## config.mk

```make
export PLATFORM = sky130hd
export DESIGN_NAME = i2c_mask_slave
export DESIGN_NICKNAME = d
export VERILOG_FILES = /design/src/rtl/i2cs_pkg.sv /design/src/rtl/i2cs_line_cond.sv /design/src/rtl/i2cs_addr_cmp.sv /design/src/rtl/i2cs_engine.sv /design/src/rtl/i2c_mask_slave.sv
export SDC_FILE = /design/constraint.sdc
export NUM_CORES = 1
export LEC_CHECK = 0
export BUFFER_PORTS_ARGS = -buffer_cell sky130_fd_sc_hd__buf_2
export CORE_MARGIN = 2
export CORE_UTILIZATION = 60
export DETAILED_ROUTE_END_ITERATION = 7
export PLACE_DENSITY = 0.8
export REMOVE_ABC_BUFFERS = 1
export SLEW_MARGIN = 20
export SYNTH_ARGS = -nofsm -noshare
export SYNTH_HDL_FRONTEND = slang
export SYNTH_HIERARCHICAL = 1
export SYNTH_SLANG_ARGS = --single-unit
```

## constraint.sdc

```tcl
create_clock -name clk -period 3 [get_ports clk]
set_clock_uncertainty 0.1 [all_clocks]
set_input_delay 0.45 -clock clk [delete_from_list [all_inputs] [get_ports clk]]
set_output_delay 0.45 -clock clk [all_outputs]
set_load 0.01 [all_outputs]
```

## src/rtl/i2cs_pkg.sv

```systemverilog
package i2cs_pkg;
    typedef enum logic [2:0] {
        ST_IDLE,
        ST_ADDR,
        ST_ACK,
        ST_RX,
        ST_HOLD,
        ST_TX,
        ST_MACK,
        ST_MDONE
    } i2cs_state_e;

    localparam logic [2:0] RA_DATA = 3'd0;
    localparam logic [2:0] RA_OWN  = 3'd1;
    localparam logic [2:0] RA_MASK = 3'd2;
    localparam logic [2:0] RA_CTRL = 3'd3;
    localparam logic [2:0] RA_STAT = 3'd4;
endpackage

```

## src/rtl/i2cs_line_cond.sv

```systemverilog
module i2cs_line_cond #(
    parameter int STAGES = 2
) (
    input  logic clk,
    input  logic rst_n,
    input  logic scl_i,
    input  logic sda_i,
    output logic scl_rise_o,
    output logic scl_fall_o,
    output logic sda_o,
    output logic start_o,
    output logic stop_o
);
    // bit 1 = SCL, bit 0 = SDA; idle bus is high
    logic [STAGES-1:0][1:0] pipe;
    logic [1:0] cur, prev;

    always_ff @(posedge clk or negedge rst_n) begin
        if (!rst_n) begin
            pipe <= '1;
            prev <= '1;
        end else begin
            pipe[0] <= {scl_i, sda_i};
            for (int k = 1; k < STAGES; k++) pipe[k] <= pipe[k-1];
            prev <= pipe[STAGES-1];
        end
    end

    assign cur        = pipe[STAGES-1];
    assign scl_rise_o = cur[1] & ~prev[1];
    assign scl_fall_o = ~cur[1] & prev[1];
    assign sda_o      = cur[0];
    assign start_o    = cur[1] & prev[1] & prev[0] & ~cur[0];
    assign stop_o     = cur[1] & prev[1] & ~prev[0] & cur[0];
endmodule

```

## src/rtl/i2cs_addr_cmp.sv

```systemverilog
module i2cs_addr_cmp #(
    parameter int AW = 7,
    parameter int MW = 5
) (
    input  logic [AW-1:0] rx_addr_i,
    input  logic [AW-1:0] own_addr_i,
    input  logic [MW-1:0] mask_i,
    output logic          hit_o
);
    logic [AW-1:0] ok;

    for (genvar i = 0; i < AW; i++) begin : g_bit
        if (i < MW) begin : g_masked
            assign ok[i] = mask_i[i] | (rx_addr_i[i] == own_addr_i[i]);
        end else begin : g_plain
            assign ok[i] = (rx_addr_i[i] == own_addr_i[i]);
        end
    end

    assign hit_o = &ok;
endmodule

```

## src/rtl/i2cs_engine.sv

```systemverilog
module i2cs_engine
    import i2cs_pkg::*;
#(
    parameter int BITS = 8
) (
    input  logic            clk,
    input  logic            rst_n,
    input  logic            scl_rise_i,
    input  logic            scl_fall_i,
    input  logic            sda_i,
    input  logic            start_i,
    input  logic            stop_i,
    input  logic            addr_hit_i,
    input  logic            full_i,
    input  logic            ovf_i,
    input  logic            stretch_en_i,
    input  logic            release_i,
    input  logic [BITS-1:0] tx_data_i,
    output logic [BITS-1:0] shift_o,
    output logic            rw_o,
    output logic            ev_store_o,
    output logic            ev_ovf_o,
    output logic            ev_irq_o,
    output logic            ev_nack_end_o,
    output logic            ev_stretch_o,
    output logic            scl_pull_o,
    output logic            sda_pull_o,
    output i2cs_state_e     state_o
);
    localparam int CW = $clog2(BITS + 1);
    localparam logic [CW-1:0] LAST_RX = CW'(BITS);
    localparam logic [CW-1:0] LAST_TX = CW'(BITS - 1);

    i2cs_state_e     state, nxt;
    logic [CW-1:0]   cnt;
    logic [BITS-1:0] rx_sr, tx_sr;
    logic            ack_q, abort_q, rw_q;
    logic            ev_addr;

    // next state and event strobes
    always_comb begin
        nxt           = state;
        ev_store_o    = 1'b0;
        ev_addr       = 1'b0;
        ev_ovf_o      = 1'b0;
        ev_irq_o      = 1'b0;
        ev_nack_end_o = 1'b0;
        ev_stretch_o  = 1'b0;
        if (stop_i) begin
            nxt = ST_IDLE;
        end else if (start_i) begin
            nxt = ST_ADDR;
        end else begin
            unique case (state)
                ST_IDLE: ;
                ST_ADDR: if (scl_fall_i && cnt == LAST_RX) begin
                    if (!addr_hit_i) begin
                        nxt = ST_IDLE;
                    end else if (full_i || ovf_i) begin
                        ev_ovf_o = 1'b1;
                        nxt      = ST_ACK;
                    end else begin
                        ev_store_o = 1'b1;
                        ev_addr    = 1'b1;
                        nxt        = ST_ACK;
                    end
                end
                ST_RX: if (scl_fall_i && cnt == LAST_RX) begin
                    if (full_i || ovf_i) ev_ovf_o = 1'b1;
                    else                 ev_store_o = 1'b1;
                    nxt = ST_ACK;
                end
                ST_ACK: if (scl_fall_i) begin
                    ev_irq_o = 1'b1;
                    if (abort_q) begin
                        nxt = ST_IDLE;
                    end else if (rw_q || stretch_en_i) begin
                        nxt          = ST_HOLD;
                        ev_stretch_o = 1'b1;
                    end else begin
                        nxt = ST_RX;
                    end
                end
                ST_HOLD: if (release_i) nxt = rw_q ? ST_TX : ST_RX;
                ST_TX: if (scl_fall_i && cnt == LAST_TX) nxt = ST_MACK;
                ST_MACK: if (scl_rise_i) begin
                    if (sda_i) begin
                        ev_nack_end_o = 1'b1;
                        nxt           = ST_IDLE;
                    end else begin
                        nxt = ST_MDONE;
                    end
                end
                ST_MDONE: if (scl_fall_i) begin
                    ev_irq_o     = 1'b1;
                    ev_stretch_o = 1'b1;
                    nxt          = ST_HOLD;
                end
                default: nxt = ST_IDLE;
            endcase
        end
    end

    // state register
    always_ff @(posedge clk or negedge rst_n) begin
        if (!rst_n) state <= ST_IDLE;
        else        state <= nxt;
    end

    // datapath: counters and shift registers
    always_ff @(posedge clk or negedge rst_n) begin
        if (!rst_n) begin
            cnt     <= '0;
            rx_sr   <= '0;
            tx_sr   <= '1;
            ack_q   <= 1'b0;
            abort_q <= 1'b0;
            rw_q    <= 1'b0;
        end else begin
            if (start_i || nxt != state)
                cnt <= '0;
            else if ((state == ST_ADDR || state == ST_RX) && scl_rise_i)
                cnt <= cnt + 1'b1;
            else if (state == ST_TX && scl_fall_i)
                cnt <= cnt + 1'b1;

            if ((state == ST_ADDR || state == ST_RX) && scl_rise_i)
                rx_sr <= {rx_sr[BITS-2:0], sda_i};

            if (nxt == ST_ACK && state != ST_ACK) begin
                ack_q   <= ev_store_o;
                abort_q <= (state == ST_ADDR) && !ev_store_o;
            end

            if (ev_addr)            rw_q <= rx_sr[0];
            else if (ev_nack_end_o) rw_q <= 1'b0;

            if (nxt == ST_TX && state != ST_TX)
                tx_sr <= tx_data_i;
            else if (state == ST_TX && scl_fall_i)
                tx_sr <= {tx_sr[BITS-2:0], 1'b1};
        end
    end

    // outputs
    always_comb begin
        scl_pull_o = (state == ST_HOLD);
        sda_pull_o = ((state == ST_ACK) && ack_q) ||
                     ((state == ST_TX) && !tx_sr[BITS-1]);
        shift_o    = rx_sr;
        rw_o       = rw_q;
        state_o    = state;
    end
endmodule

```

## src/rtl/i2c_mask_slave.sv

```systemverilog
module i2c_mask_slave
    import i2cs_pkg::*;
#(
    parameter int DW          = 8,
    parameter int MW          = 5,
    parameter int SYNC_STAGES = 2
) (
    input  logic          clk,
    input  logic          rst_n,
    input  logic          scl_i,
    input  logic          sda_i,
    output logic          scl_pull_o,
    output logic          sda_pull_o,
    input  logic          reg_wr_i,
    input  logic          reg_rd_i,
    input  logic [2:0]    reg_addr_i,
    input  logic [DW-1:0] reg_wdata_i,
    output logic [DW-1:0] reg_rdata_o,
    output logic          irq_o
);
    localparam int AW = DW - 1;

    logic scl_rise, scl_fall, sda_now, start_ev, stop_ev;
    logic addr_hit;
    logic [DW-1:0] shift_val;
    logic eng_rw, ev_store, ev_ovf, ev_irq, ev_nack_end, ev_stretch;
    i2cs_state_e eng_state;

    logic [DW-1:0] rxbuf_q, tx_q;
    logic [AW-1:0] own_q;
    logic [MW-1:0] mask_q;
    logic stretch_q, release_q, full_q, ovf_q, irq_q;

    logic data_rd, data_wr, own_wr, mask_wr, ctrl_wr, stat_wr;
    assign data_rd = reg_rd_i && reg_addr_i == RA_DATA;
    assign data_wr = reg_wr_i && reg_addr_i == RA_DATA;
    assign own_wr  = reg_wr_i && reg_addr_i == RA_OWN;
    assign mask_wr = reg_wr_i && reg_addr_i == RA_MASK;
    assign ctrl_wr = reg_wr_i && reg_addr_i == RA_CTRL;
    assign stat_wr = reg_wr_i && reg_addr_i == RA_STAT;

    i2cs_line_cond #(.STAGES(SYNC_STAGES)) u_cond (
        .clk(clk), .rst_n(rst_n), .scl_i(scl_i), .sda_i(sda_i),
        .scl_rise_o(scl_rise), .scl_fall_o(scl_fall), .sda_o(sda_now),
        .start_o(start_ev), .stop_o(stop_ev)
    );

    i2cs_addr_cmp #(.AW(AW), .MW(MW)) u_cmp (
        .rx_addr_i(shift_val[DW-1:1]), .own_addr_i(own_q),
        .mask_i(mask_q), .hit_o(addr_hit)
    );

    i2cs_engine #(.BITS(DW)) u_eng (
        .clk(clk), .rst_n(rst_n),
        .scl_rise_i(scl_rise), .scl_fall_i(scl_fall), .sda_i(sda_now),
        .start_i(start_ev), .stop_i(stop_ev), .addr_hit_i(addr_hit),
        .full_i(full_q), .ovf_i(ovf_q), .stretch_en_i(stretch_q),
        .release_i(release_q), .tx_data_i(tx_q),
        .shift_o(shift_val), .rw_o(eng_rw),
        .ev_store_o(ev_store), .ev_ovf_o(ev_ovf), .ev_irq_o(ev_irq),
        .ev_nack_end_o(ev_nack_end), .ev_stretch_o(ev_stretch),
        .scl_pull_o(scl_pull_o), .sda_pull_o(sda_pull_o),
        .state_o(eng_state)
    );

    always_ff @(posedge clk or negedge rst_n) begin
        if (!rst_n) begin
            rxbuf_q   <= '0;
            tx_q      <= '1;
            own_q     <= '0;
            mask_q    <= '0;
            stretch_q <= 1'b0;
            release_q <= 1'b0;
            full_q    <= 1'b0;
            ovf_q     <= 1'b0;
            irq_q     <= 1'b0;
        end else begin
            if (data_wr) tx_q   <= reg_wdata_i;
            if (own_wr)  own_q  <= reg_wdata_i[DW-1:1];
            if (mask_wr) mask_q <= reg_wdata_i[MW-1:0];
            if (ctrl_wr) stretch_q <= reg_wdata_i[0];

            if (ctrl_wr && reg_wdata_i[1]) release_q <= 1'b1;
            else if (ev_stretch)           release_q <= 1'b0;

            if (ev_store) rxbuf_q <= shift_val;

            if (ev_store)                    full_q <= 1'b1;
            else if (data_rd || ev_nack_end) full_q <= 1'b0;

            if (ev_ovf)                          ovf_q <= 1'b1;
            else if (stat_wr && reg_wdata_i[1])  ovf_q <= 1'b0;

            if (ev_irq)                          irq_q <= 1'b1;
            else if (stat_wr && reg_wdata_i[2])  irq_q <= 1'b0;
        end
    end

    always_comb begin
        unique case (reg_addr_i)
            RA_DATA: reg_rdata_o = rxbuf_q;
            RA_OWN:  reg_rdata_o = {own_q, 1'b0};
            RA_MASK: reg_rdata_o = DW'(mask_q);
            RA_CTRL: reg_rdata_o = DW'({release_q, stretch_q});
            RA_STAT: reg_rdata_o = DW'({eng_rw, irq_q, ovf_q, full_q});
            default: reg_rdata_o = '0;
        endcase
    end

    assign irq_o = irq_q;
endmodule

```

==> results of run 1 <==
[cell families after synthesis]
family	count (synthesis)	share of synthesized area (%)
AO/OA/AOI/OAI	45	9.80
XOR/XNOR	10	2.49
adder cells (fa/ha/maj)	2	0.710
buffers and inverters	23	3.23
flip-flops	65	46.9
multiplexers	60	19.0
AND/OR/NAND/NOR	95	17.9
[final timing paths]
path	from	slack, ns	end	cells past startpoint
worst max-delay path	u_eng/state_o[1]	0.47	u_eng/cnt[2]	5
worst min-delay path	rst_n	0.07	u_eng/shift_o[0]	1
worst max register to register	u_eng/state_o[1]	0.47	u_eng/cnt[2]	5
worst min register to register	u_cond/pipe[0]	0.26	u_cond/cur[0]	0
max in group asynchronous	rst_n	1.96	u_eng/tx_sr[2]	2
min in group clk	sda_i	0.10	u_cond/pipe[0]	1
[critical path, stage by stage (launching register included)]
cell and delay, ns:
sky130_fd_sc_hd__dfrtp_1 0.71, sky130_fd_sc_hd__nor3b_1 0.40, sky130_fd_sc_hd__nand4b_1 0.29, sky130_fd_sc_hd__and4_1 0.24, sky130_fd_sc_hd__a221oi_1 0.51, sky130_fd_sc_hd__nor3_1 0.13
[area by class of cell]
class	instances	area, µm²
repair buffers	35	195
fillers	403	1620
well taps	72	90.1
inverters	8	30.0
multi-input cells	212	1760
flip-flops and latches	65	1650
clock buffers	11	163
clock inverters	5	67.6
[cells in the final DEF, fill, tap and decap left out, drive strengths merged, types with 3 or more instances in the layout]
cell / count
o21ai: 4
nand4: 6
nand2b: 5
and4b: 3
nand4b: 4
mux2i: 6
a21oi: 10
nor3b: 3
nor2: 9
nand3b: 10
or3b: 3
o22ai: 3
nor2b: 7
nor3: 13
nand2: 14
dfrtp: 43
buf: 35
dfstp: 22
xnor2: 8
nand3: 10
mux2: 54
inv: 11
a22oi: 4
clkbuf: 11
[state kept, by name, summed over array words and instances, names as in the netlist, 3 cells and up]
name / count
rxbuf_q: 8
tx_q: 8
u_eng/shift_o: 8
u_eng/tx_sr: 8
own_q: 7
mask_q: 5
u_eng/cnt: 4
u_eng/state_o: 3
[routing by layer]
layer	part of all wire, %	track usage (%)	vias to the layer above
met2	47	38.7	85
met5	0	0	-
met4	1.8	9.66	0
met1	45	37.0	1250
met3	6.8	5.39	17
li1	-	-	1178
[power groups by stage]
stage,logic (mW),registers [mW],clock network (mW)
2_1_floorplan,0.293,1.11,0
3_3_place_gp,0.390,1.14,0
3_5_place_dp,0.403,1.15,0
4_1_cts,0.405,1.14,0.855
5_1_grt,0.439,1.16,0.892
6_report,0.404,1.14,0.841
[metrics by stage]
step / power (mW) / std cells / utilization [%]
finish: 2.38 / 408 / 71.0
global placement: 1.53 / 392 / 66.8
detailed placement: 1.56 / 392 / 66.8
floorplan: 1.40 / 285 / -
global route: 2.49 / 408 / 71.0
CTS: 2.40 / 408 / 71.0
==> summary.txt, run 1 <==
STA
  • Worst hold slack: 0.0665 ns
  • Crit share post-route: 84.2%
  • Summed negative setup slack over all endpoints: 0 ns
  • Minimum period implied by the final worst setup slack: 2.53 ns
  • Unrepaired setup endpoints after global routing: no
  • Final setup violation count: 0
  • Worst Tran Pin Value: 0.739 ns
  • Final setup slack of the worst path: 0.474 ns
  • Peak clock frequency supported by timing: 0.396 GHz
  • Final count of hold timing violations: 0
  • Fin. max-slew vios: 0
  • Worst slew margin: 50.7%

Pwr
  • Combinational fraction of design power: 17.0%
  • Leak Pwr: 1.75 nW
  • Pwr Density: 602 mW/mm²
  • Share of total power in sequential cells: 47.7%
  • Net Switching: 683 µW
  • Maximum vdd drop: 0.583 mV
  • Switching Share: 28.7%
  • Clock power frac: 35.3%
  • Cell Int Power: 1.70 mW

Drt
  • Post-route ant nets: 0
  • Mean number of vias per cell: 6.20
  • DRC marker count from the first detailed-route iteration: 195
  • Routed Wire Length: 7.55 mm
  • WL/cell: 18.5 µm
  • Total via count after detailed routing: 2,530
  • Remaining routing DRC violations: 0
  • Drt first pass iters: 5

Floorplanning
  • Vertical extent of the die: 80.6 µm
  • Initial standard-cell utilization of the core: 63.2%
  • Top-level port count: 28
  • Count of standard-cell rows: 27
  • Core Area: 0.00557 mm²
  • Die footprint: 0.00650 mm²
  • Die extent in x: 80.6 µm

Logic synthesis
  • Number of synthesized register bits: 65
  • Number of distinct library cells after synthesis: 63
  • Flip-flop cell with the highest count after synthesis: sky130_fd_sc_hd__dfrtp_1
  • Synthesized area per cell: 11.7 µm²
  • Dominant cell by count in the synthesized netlist: sky130_fd_sc_hd__mux2_2
  • Top cells by area, synth: sky130_fd_sc_hd__dfrtp_1, sky130_fd_sc_hd__dfstp_2, sky130_fd_sc_hd__mux2_2
  • Post-synthesis cell type with the largest combined area: sky130_fd_sc_hd__dfrtp_1
  • Cell count after synthesis: 300
  • Proportion of synthesized flip-flops having asynchronous set or reset: 100%
  • Post-synth EDFFs: 0
  • Number of synthesis warnings: 6
  • Share of the synthesized area in the top cell type: 30.5%
  • Part of the Yosys area used for sequential elements: 46.9%
  • Post-synthesis cell area: 0.00352 mm²
  • Top cells by instance count after synthesis: sky130_fd_sc_hd__mux2_2, sky130_fd_sc_hd__dfrtp_1, sky130_fd_sc_hd__dfstp_2

Place
  • Total cell area at the placement stage: 0.00372 mm²
  • Detailed-placement wirelength estimate: 5.49 mm
  • Pre-CTS setup slack: 0.522 ns
  • I/O Buffers: 27
  • RePlAce Congestion: 0.999

Finish
  • Synth-to-Final Area Change: 12.3%
  • Antenna diode count: 0
  • Post-layout net count: 350
  • Summed area of non-filler cells in the final layout: 0.00396 mm²
  • Share of post-route cells with drive strength above 1: 40.5%

Clock tree
  • TritonCTS Buffers: 9
  • CTS H-Tree Depth: 3
  • Longest Clk Path Bufs: 2
  • CTS tree: yes
  • Root cell of the clock tree: sky130_fd_sc_hd__clkbuf_8
  • Clock transition time at the flip-flop clock pins of the worst setup and hold paths: 0.07 ns
  • Latest clock arrival within the worst-skew pair: 0.34 ns
  • Clock sinks: 65
  • Hold buffer count at cts: 0
  • Number of instances resized during post-cts repair: 0
  • Post-CTS Setup Inserts: 0

Setup path
  • Type of element capturing the critical path: flop
  • WS Path Type: flop to flop
  • CP Data Arrival Time: 2.63 ns
  • Critical Path Fanout Max: 20
  • Required time reported for the critical path endpoint: 3.10 ns
  • CP Launch Type: flop

GRT
  • Number of global-route vias before repair: 2,448
  • GRT Overall Usage: 25.8%
  • Initial antenna violation count: 0
  • Pin count of the biggest net entering global routing: 34
  • Wire length of the first global-routing pass: 12.4 mm
  • Grt ovf: 0

Run
  • Count of maximum capacitance violations: 0

Min path
  • Type of the worst min-delay path: primary input to async pin

Run status
  • Result of the run: finished clean
(Power assumes the default switching activity.)
==> inputs of run 2 (changes only) <==
--- a/config.mk
+++ b/config.mk
@@ -7,9 +7,9 @@
 export LEC_CHECK = 0
 export BUFFER_PORTS_ARGS = -buffer_cell sky130_fd_sc_hd__buf_2
 export CORE_MARGIN = 2
-export CORE_UTILIZATION = 60
+export CORE_UTILIZATION = 54
 export DETAILED_ROUTE_END_ITERATION = 7
-export PLACE_DENSITY = 0.8
+export PLACE_DENSITY = 0.76
 export REMOVE_ABC_BUFFERS = 1
 export SLEW_MARGIN = 20
 export SYNTH_ARGS = -nofsm -noshare
==> constraint.sdc (replaced) <==
create_clock -name clk -period 2.29 [get_ports clk]
set_clock_uncertainty 0.1 [all_clocks]
set_input_delay 0.3435 -clock clk [delete_from_list [all_inputs] [get_ports clk]]
set_output_delay 0.3435 -clock clk [all_outputs]
set_load 0.01 [all_outputs]
==> summary.txt, run 2 (synthesized netlist as in run 1, its figures left out) <==
Min path
  • Hold path startpoint: reg_wdata_i[7]
  • Type of the worst min-delay path: primary input to flop (was primary input to async pin)
  • Hold path cells: 2
  • Worst Hold Path EP: own_q[6]

Drt
  • Routed Wire Length: 8.05 mm (was 7.55 mm)
  • Remaining routing DRC violations: 0 (unchanged)
  • Total via count after detailed routing: 2,615 (was 2,530)
  • WL/cell: 18.3 µm (was 18.5 µm)
  • Drt first pass iters: 4 (was 5)
  • Post-route ant nets: 0 (unchanged)
  • DRC marker count from the first detailed-route iteration: 160 (was 195)
  • Mean number of vias per cell: 5.93 (was 6.20)

Finish
  • Antenna diode count: 0 (unchanged)
  • Leading cell type in the layout, fill and taps excluded: sky130_fd_sc_hd__mux2_2 (unchanged)
  • Post-layout net count: 378 (was 350)
  • Highest-count cells in the layout ignoring fill and taps: sky130_fd_sc_hd__mux2_2, sky130_fd_sc_hd__dfrtp_1, sky130_fd_sc_hd__buf_4 (was sky130_fd_sc_hd__mux2_2, sky130_fd_sc_hd__dfrtp_1, sky130_fd_sc_hd__buf_2)
  • Share of post-route cells with drive strength above 1: 45.3% (was 40.5%)
  • Synth-to-Final Area Change: 19.4% (was 12.3%)

Clock tree
  • CTS H-Tree Depth: 3 (unchanged)
  • Clock sinks: 65 (unchanged)
  • Clock transition time at the flip-flop clock pins of the worst setup and hold paths: 0.07 ns (about the same)
  • Latest clock arrival within the worst-skew pair: 0.33 ns (was 0.34 ns)
  • Longest Clk Path Bufs: 2 (unchanged)
  • Root cell of the clock tree: sky130_fd_sc_hd__clkbuf_8 (unchanged)
  • TritonCTS Buffers: 9 (unchanged)
  • CTS tree: yes (unchanged)

Floorplanning
  • Top-level port count: 28 (unchanged)
  • Vertical extent of the die: 84.8 µm (was 80.6 µm)
  • Die extent in x: 84.8 µm (was 80.6 µm)
  • Die footprint: 0.00719 mm² (was 0.00650 mm²)
  • Initial standard-cell utilization of the core: 55.8% (was 63.2%)
  • Count of standard-cell rows: 29 (was 27)
  • Core Area: 0.00631 mm² (was 0.00557 mm²)

Pwr
  • Pwr Density: 718 mW/mm² (was 602 mW/mm²)
  • Power, Total: 3.02 mW (was 2.38 mW)
  • Leak Pwr: 1.88 nW (was 1.75 nW)
  • Maximum vdd drop: 0.571 mV (was 0.583 mV)

GRT
  • Initial antenna violation count: 0 (unchanged)
  • Wire length of the first global-routing pass: 13.0 mm (was 12.4 mm)
  • Grt ovf: 0 (unchanged)
  • Pin count of the biggest net entering global routing: 66 (was 34)
  • GRT Overall Usage: 23.3% (was 25.8%)
  • Number of global-route vias before repair: 2,696 (was 2,448)

Setup path
  • Required time reported for the critical path endpoint: 2.41 ns (was 3.10 ns)
  • CP Launch Type: flop (unchanged)
  • Cell family with most CP delay: compound AO/OA/AOI/OAI gates (was simple AND/OR/NAND/NOR gates)
  • CP Cell Sequence: or3b_1 > o22a_1 > a32o_2 > a211oi_4 > mux2_4 (was nor3b_1 > nand4b_1 > and4_1 > a221oi_1 > nor3_1)
  • CP Data Arrival Time: 2.36 ns (was 2.63 ns)
  • Depth of the worst register-to-register path: 5 (unchanged)
  • Reg2Reg Capture Point: u_eng/abort_q (was u_eng/cnt[2])
  • Max incr delay on CP: 0.45 ns (was 0.71 ns)
  • WS Path Type: flop to flop (unchanged)
  • Max stage delay cell, worst path: sky130_fd_sc_hd__dfrtp_1 (unchanged)
  • Type of element capturing the critical path: flop (unchanged)
  • CP bufs+invs: 0 (unchanged)
  • Register-to-register path setup slack: 0.05 ns (was 0.47 ns)
  • Critical Path Fanout Max: 6 (was 20)
  • Source of the worst register-to-register timing path: u_eng/state_o[1] (unchanged)

STA
  • Final setup slack of the worst path: 0.0526 ns (was 0.474 ns)
  • Final setup violation count: 0 (unchanged)
  • Worst Tran Pin Value: 0.485 ns (was 0.739 ns)
  • Worst slew margin: 67.7% (was 50.7%)
  • Fin. max-slew vios: 0 (unchanged)
  • Unrepaired setup endpoints after global routing: yes (was no)
  • Final count of hold timing violations: 0 (unchanged)
  • Crit share post-route: 97.7% (was 84.2%)
  • Minimum period implied by the final worst setup slack: 2.24 ns (was 2.53 ns)
  • Peak clock frequency supported by timing: 0.447 GHz (was 0.396 GHz)

Place
  • Detailed-placement wirelength estimate: 5.61 mm (was 5.49 mm)
  • Pre-CTS setup slack: -0.00172 ns (was 0.522 ns)
  • I/O Buffers: 27 (unchanged)
  • RePlAce Congestion: 0.982 (was 0.999)

Run status
  • Result of the run: finished clean (unchanged)

Run
  • Count of maximum capacitance violations: 0 (unchanged)
-- run 2: worst max-delay path by stage --
| stage | start | end | slack, ns | cells past startpoint |
|---|---|---|---|---|
| 3_5_place_dp | u_cond/prev[1] | u_eng/abort_q | -0.002 | 7 |
| 3_3_place_gp | u_eng/state_o[1] | u_eng/abort_q | 0.07 | 5 |
| 6_report | u_eng/state_o[1] | u_eng/abort_q | 0.05 | 5 |
| 2_1_floorplan | u_cond/prev[1] | rxbuf_q[0] | -0.41 | 5 |
| 4_1_cts | u_cond/prev[1] | u_eng/abort_q | 0.002 | 7 |
| 5_1_grt | own_q[2] | u_eng/abort_q | -0.007 | 8 |
-- run 2: area by class of cell --
| class | instances | area (µm²) |
|---|---|---|
| clock buffer | 13 | 159 |
| clock inverter | 3 | 17.5 |
| fill | 474 | 2110 |
| inverter | 8 | 30.0 |
| multi-input combinational | 212 | 1810 |
| sequential | 65 | 1650 |
| tap | 77 | 96.3 |
| timing repair buffer | 63 | 442 |
-- run 2: per-layer routing --
layer | global-route usage, % | share of wire (%) | vias to the layer above | routed length (µm)
met5 | 0 | 0 | - | 0
met4 | 10.1 | 2.2 | 0 | 179
met3 | 3.44 | 4.3 | 17 | 343
met2 | 39.4 | 49 | 79 | 3950
met1 | 29.8 | 44 | 1296 | 3580
li1 | - | - | 1223 | -
-- run 2: where the power goes --
group          internal, mW  switching (mW)  total, mW
sequential             1.33           0.148       1.48
clock                 0.449           0.417      0.866
combinational         0.375           0.300      0.675
total                  2.15           0.865       3.02
-- run 2: what timing repair did --
| action | CTS | global route |
|---|---|---|
| endpoints found under the setup margin | 1 | 17 |
| buffers inserted | 1 | 1 |
| gates resized for setup | 1 | 10 |
| hold buffers | 3 | 0 |
| pin swaps | 1 | 3 |
| hold endpoints to repair | 45 | 0 |
-- run 2: metrics by stage --
| step | cell area (µm²) | util [%] | hold slack, ns | cells | setup TNS [ns] |
|---|---|---|---|---|---|
| CTS | 4150 | 65.7 | 0.152 | 440 | 0 |
| floorplan | 3440 | - | -0.0521 | 285 | -3.80 |
| global placement | 3930 | 62.2 | 0.246 | 420 | 0 |
| global route | 4210 | 66.6 | 0.165 | 441 | -0.00720 |
| finish | 4210 | 66.6 | 0.169 | 441 | 0 |
| detailed placement | 3930 | 62.2 | 0.249 | 420 | -0.00172 |
==> inputs of run 3 (changes only) <==
--- a/config.mk
+++ b/config.mk
@@ -9,10 +9,9 @@
 export CORE_MARGIN = 2
 export CORE_UTILIZATION = 54
 export DETAILED_ROUTE_END_ITERATION = 7
-export PLACE_DENSITY = 0.76
+export PLACE_DENSITY = 0.75
 export REMOVE_ABC_BUFFERS = 1
 export SLEW_MARGIN = 20
 export SYNTH_ARGS = -nofsm -noshare
 export SYNTH_HDL_FRONTEND = slang
-export SYNTH_HIERARCHICAL = 1
 export SYNTH_SLANG_ARGS = --single-unit
==> summary.txt, run 3 <==
Finish
  • Leading cell type in the layout, fill and taps excluded: sky130_fd_sc_hd__mux2_2 (unchanged)
  • Multi-input gate area in the final layout: 0.00168 mm² (was 0.00181 mm²)
  • Final cell count without fillers: 425 (was 441)
  • Final core utilization: 69.1% (was 66.6%)
  • Synth-to-Final Area Change: 22.7% (was 19.4%)
  • Highest-count cells in the layout ignoring fill and taps: sky130_fd_sc_hd__mux2_2, sky130_fd_sc_hd__dfrtp_1, sky130_fd_sc_hd__buf_2 (was sky130_fd_sc_hd__mux2_2, sky130_fd_sc_hd__dfrtp_1, sky130_fd_sc_hd__buf_4)
  • Post-layout net count: 364 (was 378)
  • Antenna diode count: 0 (unchanged)
  • Fill cell count: 463 (was 474)
  • Area taken by flip-flops and latches: 0.00165 mm² (unchanged)
  • Share of post-route cells with drive strength above 1: 48.0% (was 45.3%)

STA
  • Minimum period implied by the final worst setup slack: 2.31 ns (was 2.24 ns)
  • Final count of hold timing violations: 0 (unchanged)
  • Fin. max-slew vios: 0 (unchanged)
  • Summed negative setup slack over all endpoints: -0.105 ns (was 0 ns)
  • Peak clock frequency supported by timing: 0.432 GHz (was 0.447 GHz)
  • Worst slew margin: 67.1% (was 67.7%)
  • Worst hold slack: 0.146 ns (was 0.169 ns)
  • Unrepaired setup endpoints after global routing: yes (unchanged)
  • Final setup violation count: 7 (was 0)
  • Worst Tran Pin Value: 0.490 ns (was 0.485 ns)
  • Final setup slack of the worst path: -0.0228 ns (was 0.0526 ns)
  • Crit share post-route: 101% (was 97.7%)

Clock tree
  • Clock transition time at the flip-flop clock pins of the worst setup and hold paths: 0.07 ns (about the same)
  • Root cell of the clock tree: sky130_fd_sc_hd__clkbuf_8 (unchanged)
  • Clock sinks: 65 (unchanged)
  • Longest Clk Path Bufs: 2 (unchanged)
  • CTS tree: yes (unchanged)
  • TritonCTS Buffers: 9 (unchanged)
  • CTS H-Tree Depth: 3 (unchanged)
  • Latest clock arrival within the worst-skew pair: 0.34 ns (was 0.33 ns)

Setup path
  • Crit. Startpoint: u_eng.state_o[2] (was u_eng/state_o[1])
  • Max incr delay on CP: 0.44 ns (was 0.45 ns)
  • Type of element capturing the critical path: flop (unchanged)
  • Critical Path Fanout Max: 8 (was 6)
  • CP Launch Type: flop (unchanged)
  • Source of the worst register-to-register timing path: u_eng.state_o[2] (was u_eng/state_o[1])
  • CP Cell Sequence: or3b_4 > or4_4 > nor4_4 > nor2b_4 > nor4bb_4 > buf_12 > mux2_4 (was or3b_1 > o22a_1 > a32o_2 > a211oi_4 > mux2_4)
  • WS Path Type: flop to flop (unchanged)
  • Required time reported for the critical path endpoint: 2.46 ns (was 2.41 ns)
  • Max stage delay cell, worst path: sky130_fd_sc_hd__or4_4 (was sky130_fd_sc_hd__dfrtp_1)
  • CP Data Arrival Time: 2.48 ns (was 2.36 ns)

Logic synthesis
  • Synthesized area per cell: 11.7 µm² (about the same)
  • Part of the Yosys area used for sequential elements: 49.3% (was 46.9%)
  • Number of synthesis warnings: 0 (was 6)
  • Dominant cell by count in the synthesized netlist: sky130_fd_sc_hd__mux2_2 (unchanged)
  • Share of the synthesized area in the top cell type: 32.1% (was 30.5%)
  • Post-synthesis cell area: 0.00335 mm² (was 0.00352 mm²)
  • Top cells by instance count after synthesis: sky130_fd_sc_hd__mux2_2, sky130_fd_sc_hd__dfrtp_1, sky130_fd_sc_hd__dfstp_2 (unchanged)
  • Proportion of synthesized flip-flops having asynchronous set or reset: 100% (unchanged)
  • Cell count after synthesis: 286 (was 300)
  • Top cells by area, synth: sky130_fd_sc_hd__dfrtp_1, sky130_fd_sc_hd__dfstp_2, sky130_fd_sc_hd__mux2_2 (unchanged)
  • Number of synthesized register bits: 65 (unchanged)
  • Post-synth EDFFs: 0 (unchanged)
  • Post-synthesis cell type with the largest combined area: sky130_fd_sc_hd__dfrtp_1 (unchanged)
  • Flip-flop cell with the highest count after synthesis: sky130_fd_sc_hd__dfrtp_1 (unchanged)
  • Number of distinct library cells after synthesis: 56 (was 63)

Place
  • Detailed-placement wirelength estimate: 5.15 mm (was 5.61 mm)
  • I/O Buffers: 27 (unchanged)
  • RePlAce Congestion: 0.904 (was 0.982)
  • Placed Cells incl. Taps: 401 (was 420)

Pwr
  • Pwr Density: 734 mW/mm² (was 718 mW/mm²)
  • Leak Pwr: 1.80 nW (was 1.88 nW)
  • Power, Total: 3.02 mW (about the same)
  • Maximum vdd drop: 0.539 mV (was 0.571 mV)

Drt
  • Post-route ant nets: 0 (unchanged)
  • Mean number of vias per cell: 5.74 (was 5.93)
  • DRC marker count from the first detailed-route iteration: 168 (was 160)
  • Drt first pass iters: 4 (unchanged)
  • Total via count after detailed routing: 2,440 (was 2,615)
  • WL/cell: 17.4 µm (was 18.3 µm)
  • Routed Wire Length: 7.39 mm (was 8.05 mm)
  • Remaining routing DRC violations: 0 (unchanged)

Run status
  • Result of the run: finished, violations left (was finished clean)
  • Violations in the final reports: negative setup slack

Min path
  • Type of the worst min-delay path: primary input to flop (unchanged)
  • Hold path startpoint: reg_wdata_i[6] (was reg_wdata_i[7])

Floorplanning
  • Count of standard-cell rows: 28 (was 29)
  • Core Area: 0.00596 mm² (was 0.00631 mm²)
  • Top-level port count: 28 (unchanged)
  • Initial standard-cell utilization of the core: 56.3% (was 55.8%)
  • Die extent in x: 82.8 µm (was 84.8 µm)
  • Vertical extent of the die: 82.8 µm (was 84.8 µm)
  • Die footprint: 0.00686 mm² (was 0.00719 mm²)

GRT
  • Pin count of the biggest net entering global routing: 66 (unchanged)
  • Wire length of the first global-routing pass: 12.3 mm (was 13.0 mm)
  • Number of global-route vias before repair: 2,451 (was 2,696)
  • GRT Overall Usage: 22.6% (was 23.3%)
  • Grt ovf: 0 (unchanged)
  • Initial antenna violation count: 0 (unchanged)

Run
  • Count of maximum capacitance violations: 0 (unchanged)
==> run 3: changes by cell type after synthesis, sizes merged, moves of 4 or more <==
cell    change
nand3       -9
clkbuf      +8
buf         -7
a21oi       -6
nand3b      -6
nor2        +4
==> run 3: per-stage QoR <==
stage | setup slack [ns] | area, µm²
after floorplan | -0.880 | 3280
after global placement | -0.115 | 3760
after detailed placement | -0.158 | 3760
after CTS | -0.0121 | 4020
after global routing | -0.0840 | 4120
final | -0.0228 | 4120
==> run 3: final cells by class <==
type	count	area share, %
clock inverters	4	0.638
repair buffers	64	11.5
well taps	75	2.28
inverters	8	0.730
flip-flops and latches	65	40.2
multi-input cells	197	40.9
clock buffers	12	3.77
==> run 3: power breakdown <==
| part | internal, mW | leakage (nW) | switching (mW) | total, mW |
|---|---|---|---|---|
| registers | 1.33 | 0.789 | 0.151 | 1.48 |
| logic | 0.334 | 0.915 | 0.303 | 0.637 |
| clock network | 0.452 | 0.0928 | 0.449 | 0.901 |
| total | 2.12 | 1.80 | 0.902 | 3.02 |
==> run 3: cell families (layout without fill, tap and decap cells) <==
logic type | Yosys count | in the layout | synth area share, %
muxes | 60 | 60 | 20.6
xor gates and xnor gates | 11 | 11 | 2.87
adders and majority gates | 2 | 2 | 0.746
buffers and inverters | 24 | 88 | 2.98
and+or+nand+nor | 83 | 83 | 14.7
DFF | 65 | 65 | 49.3
AOI/OAI and AO/OA | 41 | 41 | 8.69
==> run 3: final timing paths <==
check	to	slack, ns	cells after the start
max	u_eng.tx_sr[3]	-0.02	7
min	own_q[5]	0.15	2
max reg2reg	u_eng.tx_sr[3]	-0.02	7
min reg2reg	u_cond.cur[1]	0.26	0
max in group asynchronous	u_eng.tx_sr[3]	1.32	3
min in group asynchronous	irq_o	0.43	3
==> run 3: routing by layer <==
| layer | track usage [%] | vias up | part of all wire (%) |
|---|---|---|---|
| li1 | - | 1158 | - |
| met1 | 32.2 | 1213 | 48 |
| met2 | 34.0 | 56 | 47 |
| met3 | 3.88 | 13 | 3.8 |
| met4 | 10.3 | 0 | 2.0 |
| met5 | 0 | - | 0 |
==> run 3: critical path: cells and delay by family (launching register included) <==
kind / cells / cell delay (ns)
flip-flops: 1 / 0.39
AND/OR/NAND/NOR: 5 / 1.30
buffers and inverters: 1 / 0.15
multiplexers: 1 / 0.29
==> run 3: timing repair <==
action                                  in CTS  in global routing
gates resized for setup                      8                 15
buffers inserted                             1                  5
hold buffers                                 3                  0
endpoints found under the setup margin      12                 20
pin swaps                                    3                  6
hold endpoints to repair                    45                  0
gates cloned                                 0                  0
